===== config.mk =====
export PLATFORM = sky130hd
export DESIGN_NAME = i2c_msg_seq
export DESIGN_NICKNAME = d
export VERILOG_FILES = /design/src/rtl/i2c_seq_pkg.sv /design/src/rtl/i2c_seq_desc_sel.sv /design/src/rtl/i2c_seq_budget.sv /design/src/rtl/i2c_seq_timer.sv /design/src/rtl/i2c_msg_seq.sv
export SDC_FILE = /design/constraint.sdc
export NUM_CORES = 1
export LEC_CHECK = 0
export BUFFER_PORTS_ARGS = -buffer_cell sky130_fd_sc_hd__buf_2
export CAP_MARGIN = 25
export CORE_MARGIN = 1.5
export CORE_UTILIZATION = 28
export CTS_BUF_LIST = sky130_fd_sc_hd__clkbuf_8
export DETAILED_ROUTE_END_ITERATION = 7
export PLACE_DENSITY = 0.58
export SLEW_MARGIN = 20
export SYNTH_ARGS = -nofsm -noshare
export SYNTH_HDL_FRONTEND = slang
export SYNTH_SLANG_ARGS = --single-unit

===== constraint.sdc =====
create_clock -name clk -period 6 [get_ports clk]
set_clock_uncertainty 0.15 [all_clocks]
set_input_delay 0.6 -clock clk [delete_from_list [all_inputs] [get_ports clk]]
set_output_delay 0.6 -clock clk [all_outputs]
set_load 0.005 [all_outputs]

===== src/rtl/i2c_seq_pkg.sv =====
package i2c_seq_pkg;
    typedef enum logic [1:0] {
        OP_START_WR = 2'd0,
        OP_WRITE    = 2'd1,
        OP_READ     = 2'd2,
        OP_STOP     = 2'd3
    } bus_op_e;

    typedef enum logic [1:0] {
        ST_OK      = 2'd0,
        ST_NAK     = 2'd1,
        ST_TIMEOUT = 2'd2,
        ST_PARAM   = 2'd3
    } seq_status_e;

    typedef enum logic [2:0] {
        S_IDLE, S_CHECK, S_ADDR, S_DATA, S_NEXT, S_STOP, S_DONE
    } seq_state_e;
endpackage


===== src/rtl/i2c_seq_desc_sel.sv =====
module i2c_seq_desc_sel #(
    parameter int MAX_MSGS = 4,
    parameter int LEN_W    = 4,
    parameter int IDX_W    = 3,
    localparam int DESC_W  = 8 + LEN_W
) (
    input  logic [MAX_MSGS*DESC_W-1:0] desc_i,
    input  logic [IDX_W-1:0]           idx_i,
    output logic [6:0]                 addr_o,
    output logic                       rd_o,
    output logic [LEN_W-1:0]           len_o
);
    logic [DESC_W-1:0] ent [MAX_MSGS];

    for (genvar g = 0; g < MAX_MSGS; g++) begin : g_unpack
        assign ent[g] = desc_i[g*DESC_W +: DESC_W];
    end

    always_comb begin
        addr_o = '0;
        rd_o   = 1'b0;
        len_o  = '0;
        for (int i = 0; i < MAX_MSGS; i++) begin
            if (int'(idx_i) == i) begin
                addr_o = ent[i][DESC_W-1 -: 7];
                rd_o   = ent[i][LEN_W];
                len_o  = ent[i][LEN_W-1:0];
            end
        end
    end
endmodule


===== src/rtl/i2c_seq_budget.sv =====
module i2c_seq_budget #(
    parameter int MAX_MSGS = 4,
    parameter int LEN_W    = 4,
    parameter int IDX_W    = 3,
    parameter int TOT_W    = 7,
    localparam int DESC_W  = 8 + LEN_W
) (
    input  logic [MAX_MSGS*DESC_W-1:0] desc_i,
    input  logic [IDX_W-1:0]           num_i,
    input  logic [TOT_W-1:0]           wr_avail_i,
    input  logic [TOT_W-1:0]           resp_cap_i,
    output logic                       ok_o
);
    logic [TOT_W-1:0] rd_tot, wr_tot;

    always_comb begin
        rd_tot = '0;
        wr_tot = '0;
        for (int i = 0; i < MAX_MSGS; i++) begin
            if (i < int'(num_i)) begin
                if (desc_i[i*DESC_W + LEN_W])
                    rd_tot = rd_tot + TOT_W'(desc_i[i*DESC_W +: LEN_W]);
                else
                    wr_tot = wr_tot + TOT_W'(desc_i[i*DESC_W +: LEN_W]);
            end
        end
        ok_o = (rd_tot <= resp_cap_i) && (wr_tot <= wr_avail_i);
    end
endmodule


===== src/rtl/i2c_seq_timer.sv =====
module i2c_seq_timer #(
    parameter int TMO_W = 8
) (
    input  logic             clk,
    input  logic             rst_n,
    input  logic             run_i,
    input  logic             clr_i,
    input  logic [TMO_W-1:0] limit_i,
    output logic             expired_o
);
    logic [TMO_W-1:0] cnt_q;

    assign expired_o = run_i && (cnt_q == limit_i);

    always_ff @(posedge clk or negedge rst_n) begin
        if (!rst_n)                            cnt_q <= '0;
        else if (!run_i || clr_i || expired_o) cnt_q <= '0;
        else                                   cnt_q <= cnt_q + TMO_W'(1);
    end
endmodule


===== src/rtl/i2c_msg_seq.sv =====
module i2c_msg_seq
    import i2c_seq_pkg::*;
#(
    parameter int MAX_MSGS = 4,
    parameter int LEN_W    = 4,
    parameter int TMO_W    = 8,
    localparam int IDX_W   = $clog2(MAX_MSGS + 1),
    localparam int TOT_W   = LEN_W + IDX_W,
    localparam int DESC_W  = 8 + LEN_W
) (
    input  logic                       clk,
    input  logic                       rst_n,
    input  logic                       start_i,
    input  logic [IDX_W-1:0]           num_msgs_i,
    input  logic [MAX_MSGS*DESC_W-1:0] msg_desc_i,
    input  logic [TOT_W-1:0]           wr_avail_i,
    input  logic [TOT_W-1:0]           resp_cap_i,
    input  logic [TMO_W-1:0]           timeout_i,
    input  logic [7:0]                 wr_data_i,
    output logic                       wr_pop_o,
    output logic [7:0]                 rd_data_o,
    output logic                       rd_valid_o,
    output logic                       cmd_valid_o,
    output logic [1:0]                 cmd_op_o,
    output logic [7:0]                 cmd_byte_o,
    output logic                       cmd_ack_o,
    input  logic                       bm_done_i,
    input  logic                       bm_nak_i,
    input  logic [7:0]                 bm_rdata_i,
    output logic                       done_o,
    output logic [1:0]                 status_o,
    output logic [IDX_W-1:0]           msgs_done_o,
    output logic [TOT_W-1:0]           rd_count_o
);
    seq_state_e        state_q, state_d;
    seq_status_e       stat_q;
    bus_op_e           op;
    logic [IDX_W-1:0]  idx_q;
    logic [LEN_W-1:0]  bcnt_q;
    logic [TOT_W-1:0]  rcnt_q;
    logic [6:0]        cur_addr;
    logic              cur_rd;
    logic [LEN_W-1:0]  cur_len;
    logic              budget_ok, tmo_hit, last_byte, final_msg;

    i2c_seq_desc_sel #(.MAX_MSGS(MAX_MSGS), .LEN_W(LEN_W), .IDX_W(IDX_W)) u_sel (
        .desc_i(msg_desc_i), .idx_i(idx_q),
        .addr_o(cur_addr), .rd_o(cur_rd), .len_o(cur_len)
    );

    i2c_seq_budget #(.MAX_MSGS(MAX_MSGS), .LEN_W(LEN_W), .IDX_W(IDX_W), .TOT_W(TOT_W)) u_budget (
        .desc_i(msg_desc_i), .num_i(num_msgs_i),
        .wr_avail_i(wr_avail_i), .resp_cap_i(resp_cap_i), .ok_o(budget_ok)
    );

    i2c_seq_timer #(.TMO_W(TMO_W)) u_timer (
        .clk(clk), .rst_n(rst_n), .run_i(cmd_valid_o), .clr_i(bm_done_i),
        .limit_i(timeout_i), .expired_o(tmo_hit)
    );

    assign last_byte = (bcnt_q == cur_len - LEN_W'(1));
    assign final_msg = ((idx_q + IDX_W'(1)) == num_msgs_i);

    always_comb begin
        state_d = state_q;
        unique case (state_q)
            S_IDLE:  if (start_i) state_d = S_CHECK;
            S_CHECK: if (!budget_ok || num_msgs_i == '0) state_d = S_DONE;
                     else                                state_d = S_ADDR;
            S_ADDR:  if (bm_done_i)   state_d = bm_nak_i ? S_STOP :
                                                (cur_len == '0) ? S_NEXT : S_DATA;
                     else if (tmo_hit) state_d = S_STOP;
            S_DATA:  if (bm_done_i)   state_d = (!cur_rd && bm_nak_i) ? S_STOP :
                                                last_byte ? S_NEXT : S_DATA;
                     else if (tmo_hit) state_d = S_STOP;
            S_NEXT:  state_d = final_msg ? S_STOP : S_ADDR;
            S_STOP:  if (bm_done_i || tmo_hit) state_d = S_DONE;
            S_DONE:  state_d = S_IDLE;
            default: state_d = S_IDLE;
        endcase
    end

    always_ff @(posedge clk or negedge rst_n) begin
        if (!rst_n) state_q <= S_IDLE;
        else        state_q <= state_d;
    end

    always_ff @(posedge clk or negedge rst_n) begin
        if (!rst_n) begin
            idx_q  <= '0;
            bcnt_q <= '0;
            rcnt_q <= '0;
            stat_q <= ST_OK;
        end else begin
            unique case (state_q)
                S_IDLE: if (start_i) begin
                    idx_q  <= '0;
                    bcnt_q <= '0;
                    rcnt_q <= '0;
                    stat_q <= ST_OK;
                end
                S_CHECK: if (!budget_ok) stat_q <= ST_PARAM;
                S_ADDR: begin
                    if (bm_done_i) begin
                        bcnt_q <= '0;
                        if (bm_nak_i) stat_q <= ST_NAK;
                    end else if (tmo_hit) stat_q <= ST_TIMEOUT;
                end
                S_DATA: begin
                    if (bm_done_i) begin
                        if (!cur_rd && bm_nak_i) stat_q <= ST_NAK;
                        else                     bcnt_q <= bcnt_q + LEN_W'(1);
                        if (cur_rd)              rcnt_q <= rcnt_q + TOT_W'(1);
                    end else if (tmo_hit) stat_q <= ST_TIMEOUT;
                end
                S_NEXT:  idx_q <= idx_q + IDX_W'(1);
                default: ;
            endcase
        end
    end

    always_comb begin
        cmd_valid_o = 1'b0;
        op          = OP_STOP;
        cmd_byte_o  = 8'h00;
        cmd_ack_o   = 1'b0;
        wr_pop_o    = 1'b0;
        rd_valid_o  = 1'b0;
        unique case (state_q)
            S_ADDR: begin
                cmd_valid_o = 1'b1;
                op          = OP_START_WR;
                cmd_byte_o  = {cur_addr, cur_rd};
            end
            S_DATA: begin
                cmd_valid_o = 1'b1;
                op          = cur_rd ? OP_READ : OP_WRITE;
                cmd_byte_o  = cur_rd ? 8'h00 : wr_data_i;
                cmd_ack_o   = cur_rd && !last_byte;
                wr_pop_o    = !cur_rd && bm_done_i && !bm_nak_i;
                rd_valid_o  = cur_rd && bm_done_i;
            end
            S_STOP:  cmd_valid_o = 1'b1;
            default: ;
        endcase
    end

    assign cmd_op_o    = op;
    assign rd_data_o   = bm_rdata_i;
    assign done_o      = (state_q == S_DONE);
    assign status_o    = stat_q;
    assign msgs_done_o = idx_q;
    assign rd_count_o  = rcnt_q;
endmodule


[After elaboration in Yosys (flattened, before gate mapping)]
Index checks and enable logic that the tools add are counted.
Storage, ports and cells
  bits in registers: 27
  bits in latches: 0
  RAM bits: 0
  bits in read-only memories: 0
  input port bits: 94
  output and inout bits: 35
  logic and storage cells: 142
  memories: 0
Operators by class
  $add $sub $neg: 11
  $mul: 0
  div/mod/pow operators: 0
  order comparisons: 6
  eq/ne operators: 21
  shift-type cells: 0
  muxes and demuxes: 68
  bitwise gates (word level): 0
  reductions and logical operators: 30
Operator list (number)
  two-way mux 7 bit: 21
  adder 7 x 4 -> 7 bit: 6
  two-way mux 4 bit: 10
  two-way mux 3 bit: 12
  one-hot mux 3 bit (6 select lines): 1
  two-way mux 2 bit: 8
  two-way mux 8 bit: 2
  one-hot mux 8 bit (2 select lines): 1
  equality test 3 bit (second input constant): 5
  less-or-equal comparator 7 bit: 2
  != test 2 bit (second input constant): 7
  one-hot mux 7 bit (2 select lines): 1
  one-hot mux 4 bit (3 select lines): 1
  AND reduction 5 bit: 2
  equality test 3 x 2 -> 1 bit (second input constant): 3
  logical NOT 3 bit: 3
  adder 8 x 1 -> 8 bit (second input constant): 1
  equality test 8 bit: 1
  two-way mux 1 bit: 8
  one-hot mux 2 bit (4 select lines): 1
  adder 7 x 1 -> 7 bit (second input constant): 1
  logical AND 1 bit: 7
  less-than comparator 1 x 3 -> 1 bit (first input constant): 2
  less-than comparator 2 x 3 -> 1 bit (first input constant): 2
  other kinds (18): 28

[Longest topological paths before layout]
  depth in word-level cells: 17
  depth in mapped cells: 26
  gate-level depth less buffers: 24

[By module]
From an unflattened synthesis, not the netlist that was laid out.
Second synthesis, totals
  cells, all modules: 501
  area total of the unflattened synthesis: 4254.1 µm²
Modules (own cells, without submodules)
  i2c_seq_budget: instances 1, cells each 232, area each 1871.8 µm², sequential area each 0.0 µm²
  i2c_msg_seq: instances 1, cells each 180, area each 1517.7 µm², sequential area each 475.5 µm²
  i2c_seq_timer: instances 1, cells each 46, area each 471.7 µm², sequential area each 200.2 µm²
  i2c_seq_desc_sel: instances 1, cells each 43, area each 392.9 µm², sequential area each 0.0 µm²

[Worst setup path after synthesis]
No wires, ideal clock.
  kind: input -> register
  start point: in num_msgs_i[2]
  end point: reg state_q[2]
  library setup time: 0.120 ns
  data arrival time: 5.728 ns
  required time: 5.730 ns
  path slack: 0.001 ns
  stages: 23
  path buffers: 2
  cells stage by stage: buf_6 or3_1 buf_2 and3_1 ha_1 fa_1 mux2_2 fa_1 mux2i_1 inv_1 ha_1 a21o_1 a21oi_1 nor2b_1 o21bai_1 mux2i_1 a31o_1 ha_1 or4_1 o211ai_1 a31oi_1 or3b_2 o211a_1
On the way
  longest elaborated chain between the ends: 17
  elaborated cells on any way between the ends: 34
  those cells by class: 6 x add/sub; 6 x order compare; 1 x eq/ne; 17 x mux; 4 x reduce/logical
RTL lines
  from (decl): line i2c_msg_seq.sv:14  | input logic [IDX_W-1:0] num_msgs_i,
  less-than comparator 1 x 3 -> 1 bit: line i2c_seq_budget.sv:20  | if (i < int'(num_i)) begin
  two-way mux 7 bit: line i2c_seq_budget.sv:20
  adder 7 x 4 -> 7 bit, on equally long branches: line i2c_seq_budget.sv:22, i2c_seq_budget.sv:24
  two-way mux 7 bit: line i2c_seq_budget.sv:21  | if (desc_i[i*DESC_W + LEN_W])
  two-way mux 7 bit: line i2c_seq_budget.sv:20
  adder 7 x 4 -> 7 bit, on equally long branches: line i2c_seq_budget.sv:22, i2c_seq_budget.sv:24
  two-way mux 7 bit: line i2c_seq_budget.sv:21
  two-way mux 7 bit: line i2c_seq_budget.sv:20
  adder 7 x 4 -> 7 bit, on equally long branches: line i2c_seq_budget.sv:22, i2c_seq_budget.sv:24
  two-way mux 7 bit: line i2c_seq_budget.sv:21
  two-way mux 7 bit: line i2c_seq_budget.sv:20
  less-or-equal comparator 7 bit: line i2c_seq_budget.sv:27  | ok_o = (rd_tot <= resp_cap_i) && (wr_tot <= wr_avail_i);
  logical AND 1 bit: line i2c_seq_budget.sv:27
  logical NOT 1 bit
  logical OR 1 bit: line i2c_msg_seq.sv:68  | S_CHECK: if (!budget_ok || num_msgs_i == '0) state_d = S_DONE;
  two-way mux 3 bit: line i2c_msg_seq.sv:68
  one-hot mux 3 bit (6 select lines) *: line i2c_msg_seq.sv:66  | unique case (state_q)
  to (signal assigned): line i2c_msg_seq.sv:85  | else state_q <= state_d;
  to (decl): line i2c_msg_seq.sv:35  | seq_state_e state_q, state_d;
Every way passes the cells marked *; elsewhere a longest branch is shown, timed or not.
A chain may end at the register's enable or synchronous reset.

[Worst setup path in the final report]
  start point: in num_msgs_i[0]
  end point: reg state_q[2]
Same word-level chain as after synthesis.

==> results by group <==
Outcome
  • Status: complete, no violations

Clock network
  • Level count of the clock H-tree: 1
  • CTS sink cnt: 27
  • CTS Buffer Depth: 2
  • CTS Buf Count: 3
  • CTS clk-pin slew, worst paths: 100 ps
  • CTS root buf: clkbuf_8
  • CTS tree: built
  • Clock Latency Late Sink: 280 ps
  • Hold_buf cts: 0

Critical path
  • Critical Path AT: 5890 ps
  • Crit Path Class: primary input to flip-flop
  • Worst endpoint required time: 6020 ps
  • CP Max Fanout: 3
  • Setup crit end kind: flip-flop
  • Crit start category: primary input

Timing
  • Setup Viol. Count Final: 0
  • Final worst path period share: 97.8%
  • FMAX: 170 MHz
  • Crit path time final: 5870 ps
  • Hold Fails Final Rpt: 0
  • Slew Limit Fails: 0
  • Hold Worst Slack: 178 ps
  • Worst-Margin Slew: 980 ps
  • Slew Limit Headroom: 34.2%
  • Final setup margin: 131 ps

Drt
  • First-pass DRT Iterations: 4
  • 1st-iter DRT viols: 175
  • DRT antenna net count: 0
  • Post-Route WL: 12.4 mm
  • # DRC: 0
  • Vias: 4,175
  • Drt wl/cell: 15.3 um
  • Vias per inst: 5.14

Placement
  • Buffers on Ports: 112
  • GPL Wtd Cong: 0.882
  • Dpl ws: -180 ps
  • Dpl hpwl: 10.2 mm

Global routing
  • Vias in the first global route: 4,107
  • Total grt overflow: 0
  • Largest net degree at the start of global routing: 28
  • First-pass GRT wire length: 19.4 mm
  • Gr usage total: 15.6%
  • Initial antenna violation count: 0

Cells and area
  • Area grow syn2layout: 24.0%
  • Area of the multi-input gates: 0.00327 mm2
  • NumNets Final: 779
  • FILL cells: 1,496
  • Antenna diodes: 0
  • Share of layout cells above drive strength 1: 28.7%
  • Reg area: 676 um2

Floorplanning
  • IO Count: 129
  • Initial Util: 28.5%
  • Core Rows: 44
  • Die ar.: 0.0154 mm2
  • Die extent in x: 124 um
  • Core footprint: 0.0144 mm2
  • Die Span Y: 124 um

Power
  • Pwr dens: 267 mW/mm2
  • Max VDD drop: 0.118 mV
  • LEAKAGE: 2.52 nW

Yosys
  • Synth top area share: 16.4%
  • Top_reg_cell synth: dfrtp_1
  • Distinct cell type count after synthesis: 73
  • Area contributors post-synth: dfrtp_1 16%, ha_1 15%, xnor2_1 6.0%
  • Mapped Area: 0.00411 mm2
  • Synth Register Bits: 27
  • Seq/Total Area, Yosys: 16.4%
  • Number of enable flip-flop cells after synthesis: 0
  • YS warnings: 0
  • Synth Area per Inst: 8.08 um2
  • Post-Synthesis Cells: 509
  • Net Count, Synth: 659
  • Area leader, netlist: dfrtp_1
  • Ys async rst share: 100%

Min path
  • Path type of the worst min-delay path: primary input to asynchronous set/reset pin

Job
  • Maxcap violations: 0
-- logic make-up (layout without fill, tap and decap cells) --
group                      Yosys count  after routing  share of synthesized area [%]
AOI/OAI and AO/OA                  142            142                           24.1
xor gates and xnor gates            40             40                           8.52
adders and majority gates           58             58                           18.6
buffers and inverters               54            173                           6.39
DFF                                 27             27                           16.4
muxes                               20             20                           5.23
and+or+nand+nor                    168            168                           20.7
-- per-layer routing --
layer	global-route usage, %	share of wire (%)	vias to the layer above
met5	0	0	-
met4	3.05	1.8	0
met3	1.69	5.4	24
met2	27.7	48	138
met1	20.3	45	1928
li1	-	-	2085
-- layout make-up --
type                            count  area share (%)
Timing Repair Buffer              140            15.1
Clock buffer                        3           0.809
Sequential cell                    27            13.2
Inverter                           29            2.13
Clock inverter                      1          0.0736
Tap cell                          184            4.51
Multi-Input combinational cell    428            64.1
-- timing repair --
item                       in CTS  in global routing
resized for setup               0                 22
setup endpoints to repair       0                  1
setup buffers                   0                  4
-- registers in the layout, summed over array words and instances (netlist names) --
| signal | count |
|---|---|
| bcnt_q | 4 |
| rd_count_o | 7 |
| msgs_done_o | 3 |
| u_timer.cnt_q | 8 |
| state_q | 3 |
| status_o | 2 |
-- layout by cell type (no fill, tap or decap), types with 4 or more instances in the layout --
cell type    n
buf_4       28
nand3_1      7
o21ai_0     26
nand3b_1     5
xnor2_1     28
fa_1         5
a21o_1      11
nand2_1     37
nand4_1      5
nor2b_1      8
o21ai_1      7
a22oi_1     15
nor2_1      44
xor2_1      11
dfrtp_1     27
a211o_1      4
inv_1       30
nand2b_1     9
mux2i_1      6
buf_2      112
and2_1       7
or3_1        5
a221oi_1     4
a21oi_1     26
mux2_2      10
nor3_1       9
and3_1      11
ha_1        47
-- synth_stat cells (8+ instances only) --
master	instances
mux2i_1	8
xnor2_1	28
dfrtp_1	27
o21ai_0	28
inv_1	29
nor2b_1	8
and3_1	13
nor2_1	44
nor3_1	9
a22oi_1	15
buf_4	8
nand2b_1	9
mux2_2	12
a21oi_1	29
xor2_1	12
nand2_1	37
ha_1	50
a21o_1	11
-- path summary, 6_finish.rpt --
check / slack [ps] / endpoint / cells after the start / from
worst max-delay path: 130 / state_q[2]$_DFFE_PN0P_ / 24 / num_msgs_i[0]
worst min-delay path: 180 / rd_count_o[4]$_DFFE_PN0P_ / 1 / rst_n
worst max register to register: 2260 / state_q[2]$_DFFE_PN0P_ / 10 / msgs_done_o[0]$_DFFE_PN0P_
worst min register to register: 360 / u_timer.cnt_q[0]$_DFF_PN0_ / 1 / u_timer.cnt_q[0]$_DFF_PN0_
max in group asynchronous: 5100 / bcnt_q[2]$_DFFE_PN0P_ / 1 / rst_n
min in group clk: 360 / u_timer.cnt_q[0]$_DFF_PN0_ / 1 / u_timer.cnt_q[0]$_DFF_PN0_
-- where the power goes --
group          leakage (nW)  internal [W]  switching, W
Clock                0.0269     0.0000460     0.0000582
Sequential            0.367      0.000214     0.0000554
Combinational          2.13      0.000448      0.000544
Total                  2.52      0.000707      0.000657
-- per-stage QoR --
stage	instance area [um2]	instances	total power, W	TNS (ps)	util (%)
2_1_floorplan	4110	509	0.000948	0	-
3_3_place_gp	4930	804	0.00121	-87.4	34.2
3_5_place_dp	4930	804	0.00124	-180	34.2
4_1_cts	4970	808	0.00135	0	34.5
5_1_grt	5100	812	0.00150	-80.5	35.4
6_report	5100	812	0.00136	0	35.4
-- worst max-delay path: stages --
cell	delay [ps]
buf_2	110
or3_4	390
and3_4	200
ha_2	180
fa_1	440
mux2_4	300
ha_1	280
a21o_1	150
a21o_1	200
xnor2_1	160
nor2_1	60
a21o_1	190
buf_4	140
ha_1	300
a21oi_1	220
a21oi_2	100
xor2_1	160
xnor2_1	150
ha_1	210
or4_1	390
o211ai_1	230
a31oi_1	150
or3_1	360
o211a_1	210
Note: power is estimated with default switching activity, not from simulation.
